--- src/rtl/fx_mode_pkg.sv ---
package fx_mode_pkg;

    typedef enum logic {
        ST_IDLE,
        ST_PEND
    } mode_st_e;

    localparam logic [2:0] GAIN_0DB  = 3'd0;
    localparam logic [2:0] GAIN_4DB  = 3'd1;
    localparam logic [2:0] GAIN_6DB  = 3'd2;
    localparam logic [2:0] GAIN_10DB = 3'd3;
    localparam logic [2:0] GAIN_13DB = 3'd4;

    typedef struct packed {
        logic       bass;
        logic       widen;
        logic       bypass;
        logic [2:0] gain;
    } fx_cfg_t;

endpackage

--- src/rtl/fx_sync2.sv ---
module fx_sync2 #(
    parameter int             W       = 1,
    parameter logic [W-1:0]   RST_VAL = '0
) (
    input  logic         clk,
    input  logic         rst_n,
    input  logic [W-1:0] d_i,
    output logic [W-1:0] q_o
);
    logic [W-1:0] meta_q;

    always_ff @(posedge clk or negedge rst_n) begin
        if (!rst_n) begin
            meta_q <= RST_VAL;
            q_o    <= RST_VAL;
        end else begin
            meta_q <= d_i;
            q_o    <= meta_q;
        end
    end
endmodule

--- src/rtl/fx_frame_tick.sv ---
module fx_frame_tick (
    input  logic clk,
    input  logic rst_n,
    input  logic lr_i,
    output logic tick_o
);
    logic lr_s;
    logic lr_d_q;

    fx_sync2 #(.W(1), .RST_VAL(1'b0)) u_lr_sync (
        .clk   (clk),
        .rst_n (rst_n),
        .d_i   (lr_i),
        .q_o   (lr_s)
    );

    always_ff @(posedge clk or negedge rst_n) begin
        if (!rst_n) lr_d_q <= 1'b0;
        else        lr_d_q <= lr_s;
    end

    assign tick_o = lr_s & ~lr_d_q;
endmodule

--- src/rtl/fx_level_qual.sv ---
module fx_level_qual #(
    parameter int           W           = 4,
    parameter int           QUAL_FRAMES = 2,
    parameter logic [W-1:0] RST_VAL     = '1
) (
    input  logic         clk,
    input  logic         rst_n,
    input  logic         tick_i,
    input  logic [W-1:0] lvl_i,
    output logic [W-1:0] qual_o
);
    localparam int RUN_W = $clog2(QUAL_FRAMES + 1);
    localparam logic [RUN_W-1:0] RUN_LIM = RUN_W'(QUAL_FRAMES);

    for (genvar i = 0; i < W; i++) begin : g_bit
        logic             prev_q;
        logic             qual_q;
        logic [RUN_W-1:0] run_q;
        logic [RUN_W-1:0] run_nx;

        always_comb begin
            if (lvl_i[i] != prev_q)  run_nx = RUN_W'(1);
            else if (run_q >= RUN_LIM) run_nx = run_q;
            else                     run_nx = run_q + 1'b1;
        end

        always_ff @(posedge clk or negedge rst_n) begin
            if (!rst_n) begin
                prev_q <= RST_VAL[i];
                qual_q <= RST_VAL[i];
                run_q  <= '0;
            end else if (tick_i) begin
                prev_q <= lvl_i[i];
                run_q  <= run_nx;
                if ((lvl_i[i] != qual_q) && (run_nx >= RUN_LIM))
                    qual_q <= lvl_i[i];
            end
        end

        assign qual_o[i] = qual_q;
    end
endmodule

--- src/rtl/fx_mode_qual.sv ---
module fx_mode_qual
    import fx_mode_pkg::*;
#(
    parameter int QUAL_FRAMES = 2
) (
    input  logic       clk,
    input  logic       rst_n,
    input  logic       lr_clk_i,
    input  logic       fld_sel_i,
    input  logic       gsel1_i,
    input  logic       gsel2_i,
    input  logic       flt_off_i,
    input  logic       apply_i,
    output logic       chg_req_o,
    output logic       bass_en_o,
    output logic       widen_en_o,
    output logic       bypass_o,
    output logic       band_flt_o,
    output logic [2:0] gain_code_o
);
    localparam int NLINE = 4;
    localparam int B_FLD = 3;
    localparam int B_G1  = 2;
    localparam int B_G2  = 1;
    localparam int B_FLT = 0;

    logic [NLINE-1:0] raw_lines;
    logic [NLINE-1:0] sync_lines;
    logic [NLINE-1:0] qual_lines;
    logic             tick;

    assign raw_lines = {fld_sel_i, gsel1_i, gsel2_i, flt_off_i};

    fx_sync2 #(.W(NLINE), .RST_VAL({NLINE{1'b1}})) u_in_sync (
        .clk   (clk),
        .rst_n (rst_n),
        .d_i   (raw_lines),
        .q_o   (sync_lines)
    );

    fx_frame_tick u_tick (
        .clk    (clk),
        .rst_n  (rst_n),
        .lr_i   (lr_clk_i),
        .tick_o (tick)
    );

    fx_level_qual #(
        .W           (NLINE),
        .QUAL_FRAMES (QUAL_FRAMES),
        .RST_VAL     ({NLINE{1'b1}})
    ) u_qual (
        .clk    (clk),
        .rst_n  (rst_n),
        .tick_i (tick),
        .lvl_i  (sync_lines),
        .qual_o (qual_lines)
    );

    mode_st_e st_q, st_nx;
    logic     act_fld_q, act_flt_q, req_q;
    logic     differs;

    assign differs = (qual_lines[B_FLD] != act_fld_q) ||
                     (qual_lines[B_FLT] != act_flt_q);

    always_comb begin
        st_nx = st_q;
        unique case (st_q)
            ST_IDLE: if (differs) st_nx = ST_PEND;
            ST_PEND: if (apply_i) st_nx = ST_IDLE;
        endcase
    end

    always_ff @(posedge clk or negedge rst_n) begin
        if (!rst_n) st_q <= ST_IDLE;
        else        st_q <= st_nx;
    end

    always_ff @(posedge clk or negedge rst_n) begin
        if (!rst_n) begin
            req_q     <= 1'b0;
            act_fld_q <= 1'b1;
            act_flt_q <= 1'b1;
        end else begin
            req_q <= (st_q == ST_IDLE) && differs;
            if ((st_q == ST_PEND) && apply_i) begin
                act_fld_q <= qual_lines[B_FLD];
                act_flt_q <= qual_lines[B_FLT];
            end
        end
    end

    fx_cfg_t cfg;

    always_comb begin
        cfg        = '0;
        cfg.bypass = qual_lines[B_G1] & qual_lines[B_G2];
        unique case ({act_fld_q, qual_lines[B_G1], qual_lines[B_G2]})
            3'b000: begin cfg.bass = 1'b1; cfg.widen = 1'b1; cfg.gain = GAIN_13DB; end
            3'b001: begin cfg.widen = 1'b1; cfg.gain = GAIN_0DB; end
            3'b010: begin cfg.bass = 1'b1; cfg.widen = 1'b1; cfg.gain = GAIN_4DB; end
            3'b100: begin cfg.bass = 1'b1; cfg.gain = GAIN_10DB; end
            3'b101: begin cfg.bass = 1'b1; cfg.gain = GAIN_13DB; end
            3'b110: begin cfg.bass = 1'b1; cfg.gain = GAIN_6DB; end
            default: cfg.gain = GAIN_0DB;
        endcase
    end

    assign chg_req_o   = req_q;
    assign bass_en_o   = cfg.bass;
    assign widen_en_o  = cfg.widen;
    assign bypass_o    = cfg.bypass;
    assign gain_code_o = cfg.gain;
    assign band_flt_o  = ~act_flt_q;
endmodule

--- config.mk ---
export PLATFORM = sky130hd
export DESIGN_NAME = fx_mode_qual
export DESIGN_NICKNAME = d
export VERILOG_FILES = /design/src/rtl/fx_mode_pkg.sv /design/src/rtl/fx_sync2.sv /design/src/rtl/fx_frame_tick.sv /design/src/rtl/fx_level_qual.sv /design/src/rtl/fx_mode_qual.sv
export SDC_FILE = /design/constraint.sdc
export NUM_CORES = 1
export LEC_CHECK = 0
export BUFFER_PORTS_ARGS = -buffer_cell sky130_fd_sc_hd__buf_2
export CORE_MARGIN = 2
export CORE_UTILIZATION = 49
export CTS_CLUSTER_DIAMETER = 40
export DETAILED_ROUTE_END_ITERATION = 10
export GPL_TIMING_DRIVEN = 0
export PLACE_DENSITY = 0.83
export SLEW_MARGIN = 40
export SYNTH_ARGS = -nofsm -noshare
export SYNTH_HDL_FRONTEND = slang
export SYNTH_SLANG_ARGS = --single-unit
--- constraint.sdc ---
create_clock -name clk -period 1 [get_ports clk]
set_input_delay 0.1 -clock clk [delete_from_list [all_inputs] [get_ports clk]]
set_output_delay 0.1 -clock clk [all_outputs]
set_load 0.01 [all_outputs]
Word-level counts from Yosys, hierarchy flattened
Index checks and enable logic that the tools add are counted.
{ "totals": {"ff_bits": 31, "input_bits": 8, "output_inout_bits": 8, "elab_cells": 82} }
{ "classes": {"bitwise_logic": 5, "n_mux": 14, "n_eq_ne": 15, "n_lt_le_gt_ge": 8, "addsub": 4, "n_reduce_logical": 15} }
{ "ops": {"columns": ["operator", "n"], "rows": [
  ["$ge 2x2->1 const B", 8],
  ["$mux 2", 8],
  ["$pmux 3 s4", 1],
  ["$ne 1x1->1", 10],
  ["$eq 3x3->1 const B", 3],
  ["$add 2x1->2 const B", 4],
  ["$reduce_and 2->1", 4],
  ["$logic_and 1x1->1", 6],
  ["$reduce_or 5->1", 1],
  ["$mux 1", 4],
  ["$eq 3x1->1 const B", 1],
  ["$eq 3x2->1 const B", 1],
  ["$logic_not 3->1", 1],
  ["$not 1->1", 3],
  ["$reduce_or 3->1", 1],
  ["$and 1x1->1", 2],
  ["$pmux 1 s2", 1],
  ["$reduce_or 2->1", 1],
  ["$logic_or 1x1->1", 1]
]} }

Longest topological paths before layout
{ "depth": {"word_depth": 6, "mapped_depth": 4, "ltp_nobuf": 4} }

Cells and area by module
A second synthesis with hierarchy kept.
{ "unflattened": {"hier_cells": 108, "hier_area_um2": 1356.3} }
{ "modules_own_cells": {"columns": ["module", "seq_area_each_um2", "n_inst", "area_each_um2", "cells_per_inst"], "rows": [
  ["fx_level_qual", 410.4, 1, 837.1, 72],
  ["fx_mode_qual", 102.6, 1, 220.2, 24],
  ["fx_sync2 (u_in_sync)", 210.2, 1, 210.2, 8],
  ["fx_sync2 (u_tick.u_lr_sync)", 50.0, 1, 50.0, 2],
  ["fx_frame_tick", 25.0, 1, 38.8, 2]
]} }

Worst setup path before layout
OpenSTA, ideal clock, no wires.
{ "synth_path": {"path_type": "reg2out", "startpoint": "register act_fld_q", "endpoint": "output gain_code_o[2]", "t_required_ns": 0.900, "path_slack_ns": -0.043, "arrival_time_ns": 0.943, "n_path_buf": 0, "path_stages_with_launch": 4, "path_cell_list": "dfstp_2 -> inv_1 -> nor2_1 -> nor3_1"} }
{ "synth_between": {"elab_chain_len": 3, "word_cells_on_any_way": 7, "classes_between": "eq/ne: 4; mux: 1; reduce/logical: 2"} }
{ "synth_lines": {"columns": ["element", "line_no", "source"], "rows": [
  ["start: declaration", "fx_mode_qual.sv:61", "logic act_fld_q, act_flt_q, req_q;"],
  ["start signal: assignment", "fx_mode_qual.sv:88", "act_fld_q <= qual_lines[B_FLD];"],
  ["$eq 3x3->1 / $logic_not 3->1 (equally long branches)", "fx_mode_qual.sv:99", "unique case ({act_fld_q, qual_lines[B_G1], qual_lines[B_G2]})"],
  ["$reduce_or 2->1 (no line)", null, null],
  ["$pmux 3 s4 *", "fx_mode_qual.sv:99", null],
  ["end: declaration", "fx_mode_qual.sv:19", "output logic [2:0] gain_code_o"]
]} }
Every way passes the cells marked *; elsewhere a longest branch is shown, timed or not.

Worst setup path after layout
Ends and elaborated chain as after synthesis.

==> summary.txt <==
Timing
  – Period utilization: 139%
  – Max_slew headroom: between 50% and 60%
  – Min Tclk post-route: 1.39 ns
  – Worst setup margin: -0.389 ns
  – RSZ-0062 raised after global routing: true
  – Final hold violations: 0
  – # setup viols final: 25
  – Slew Viols, Final: 0
  – Worst Tran Pin Value: 0.662 ns
  – Fin Clk Skew: 0.0113 ns
  – Max Clk Rate: approximately 0.7 GHz

Clocking
  – Clk Tree Root Cell: clkbuf_4
  – Clk sinks: 31
  – CTS clk-pin slew, worst paths: 0.09 ns
  – Clock latency on the worst-skew pair: 0.33 ns
  – H-Tree Depth: 2
  – CTS tree: yes
  – TritonCTS Buffers: 5
  – Clk buf depth: 2

Route
  – DR WL/cell: around 17 um
  – DRC errors left: 0
  – Routed vias: 992
  – Drt pass-1 iters: 4
  – DRT iter0 DRCs: 16
  – Antenna Violating Nets Remaining: 0
  – WL final: 3140 um
  – Vias/cell: 5.42

Job
  – Max_cap viols: 0

Yosys
  – Area contributors post-synth: dfstp_2, dfrtp_1, nand2_1
  – Yosys top cell by area: dfstp_2
  – Mapped Cells: 114
  – Yosys cell types: 20
  – Synth top area share: 36.2%
  – Register bit total from synthesis: 31
  – Post-synthesis area per instance: 11.5 sq um
  – Post-Synthesis Cell Area: 1310 sq um
  – Post-Syn Nets: 126
  – Yosys warns: 0
  – Sequential-to-total area share from yosys stat: 61.1%

Floorplanning
  – Die area: 3090 sq um
  – Rows: 18
  – Core Region: approximately 2500 sq um
  – IO Pins: 16
  – Die Wd: 55.6 um
  – Initial Utilization: a little over half
  – Die height: 55.6 um

Status
  – Failing checks: setup timing
  – Outcome: finished, violations left

Cells and area
  – Post-route cell area: 1890 sq um
  – Area grow syn2layout: 44.9%
  – Fin nets: 164
  – Antenna cells: 0
  – Layout cells sized above 1: between 60% and 70%
  – Layout fillers: 139

Placed design
  – I/O Buffers: 15
  – Pre-CTS setup slack: -0.0813 ns
  – Post-Place Cell Area: 1430 sq um
  – GP Congestion: 0.715
  – Post-DP HPWL: 1430 um

Global routing
  – GR Util All Layers: 20.3%
  – Vias in the first global route: 999
  – Largest net degree at the start of global routing: 32
  – First-pass GRT wire length: 4640 um
  – Initial antenna violation count: 0
  – Grt total ovfl: 0

Power and ir drop
  – Design Power: 0.00387 W
  – Peak supply drop: 1.77 mV
  – Power per Cell Area: 2040 nW/um^2
  – Static Leak: 0.834 nW

Worst setup path
  – Required @ worst endpoint: 0.90 ns
  – Worst setup EP type: output port
  – CP max FO: 5
  – Crit Path Class: reg2out
  – Arr. time, crit path: between 1 and 1.5 ns
  – CP Launch Type: flip-flop
  – CP Cell Sequence: inv_2 > nor2_4 > nor3_2 > buf_2
  – Crit-path max cell delay: 0.60 ns
  – CP max stage cell: dfstp_2

Worst hold path
  – Hold Crit Class: in2reg
==> state kept, by name, summed over array words and instances (netlist names), 4 cells and up <==
register and cells:
u_in_sync.meta_q 4, u_qual.g_bit.prev_q 4, u_qual.g_bit.run_q 8, u_in_sync.q_o 4
u_qual.g_bit.qual_q 4
==> cell type report <==
| class | count | area (sq um) | area share [%] |
|---|---|---|---|
| Sequential cell | 31 | 798 | 42.2 |
| Inverter | 10 | 37.5 | 1.98 |
| Buffer | 3 | 45.0 | 2.38 |
| Multi-Input combinational cell | 70 | 678 | 35.8 |
| Clock buffer | 8 | 48.8 | 2.58 |
| Timing Repair Buffer | 31 | 248 | 13.1 |
| Tap cell | 30 | 37.5 | 1.98 |
==> critical path, delay by kind of cell, from the launching register on <==
family,cells,cell delay (ns)
flip-flops,1,0.60
buffers and inverters,2,0.19
AND/OR/NAND/NOR,2,0.17
==> synthesized netlist by cell type, drive strengths merged <==
| master | n |
|---|---|
| nand2 | 18 |
| o311ai | 4 |
| o21ai | 9 |
| nor2b | 1 |
| dfstp | 18 |
| and2b | 1 |
| and2 | 1 |
| ha | 4 |
| dfrtp | 13 |
| a22o | 4 |
| o21a | 1 |
| nor3 | 1 |
| mux2 | 2 |
| nor2 | 11 |
| a31oi | 4 |
| buf | 3 |
| xnor2 | 7 |
| inv | 10 |
| a21oi | 1 |
| nand2b | 1 |
==> timing repair <==
item / CTS / global route
hold buffers: 6 / 0
pin swaps: 17 / 17
cloned: 2 / 0
endpoints found under the hold margin: 18 / 0
endpoints found under the setup margin: 18 / 25
buffers inserted: 6 / 2
gates resized for setup: 35 / 27
==> report_power, final <==
| part | switching, W | internal, W | leakage, nW |
|---|---|---|---|
| Sequential | 0.000222 | 0.00155 | 0.340 |
| Clock | 0.000391 | 0.000280 | 0.0265 |
| Combinational | 0.000678 | 0.000748 | 0.467 |
| Total | 0.00129 | 0.00258 | 0.834 |
==> path summary, 6_finish.rpt <==
check / startpoint / end / slack [ns] / cells after the start
max reg2reg: act_fld_q / st_q / -0.19 / 4
min: apply_i / st_q / 0.08 / 3
max in group asynchronous: rst_n / u_qual.g_bit[2].run_q[1] / 0.23 / 2
min in group asynchronous: rst_n / u_qual.g_bit[3].run_q[0] / 0.34 / 2
min reg2reg: u_in_sync.meta_q[2] / u_in_sync.q_o[2] / 0.36 / 0
max: act_fld_q / gain_code_o[2] / -0.39 / 4
==> metal layers <==
layer | global-route usage (%) | vias up | share of wire, %
li1 | - | 458 | -
met1 | 22.6 | 488 | 40
met2 | 33.2 | 37 | 52
met3 | 6.74 | 9 | 4.9
met4 | 12.9 | 0 | 3.0
met5 | 0 | - | 0
==> metrics by stage <==
stage | utilization [%] | setup TNS, ns | hold WS (ns) | std cells
3_5_place_dp | 57.2 | -0.254 | 0.168 | 159
4_1_cts | 69.6 | -2.88 | 0.0839 | 181
5_1_grt | 75.7 | -4.47 | 0.0750 | 183
3_3_place_gp | 57.2 | -0.0818 | 0.156 | 159
2_1_floorplan | - | -0.0303 | -0.196 | 114
6_report | 75.7 | -3.46 | 0.0843 | 183
==> logic make-up (layout without fill, tap and decap cells) <==
kind of cell / count (synthesis) / count (layout) / share of synthesized area [%]
AO/OA/AOI/OAI: 23 / 23 / 11.7
XOR/XNOR: 7 / 7 / 4.69
adder cells (fa/ha/maj): 4 / 4 / 3.83
buffers and inverters: 13 / 52 / 5.46
flip-flops: 31 / 31 / 61.1
multiplexers: 2 / 2 / 1.72
AND/OR/NAND/NOR: 34 / 34 / 11.5
==> placed cells by master, fill, tap and decap left out, types with 3 or more instances in the layout <==
cell,count
ha_4,4
o311ai_2,3
buf_8,3
inv_1,8
xnor2_2,3
dlygate4sd3_1,6
xnor2_1,4
a22o_1,4
o21ai_1,3
clkbuf_1,3
nor2_1,3
nor2_2,6
clkbuf_4,5
buf_4,6
nand2_2,6
buf_6,4
buf_2,14
dfstp_2,18
nand2_1,11
dfrtp_1,13
Note: power is estimated with default switching activity, not from simulation.
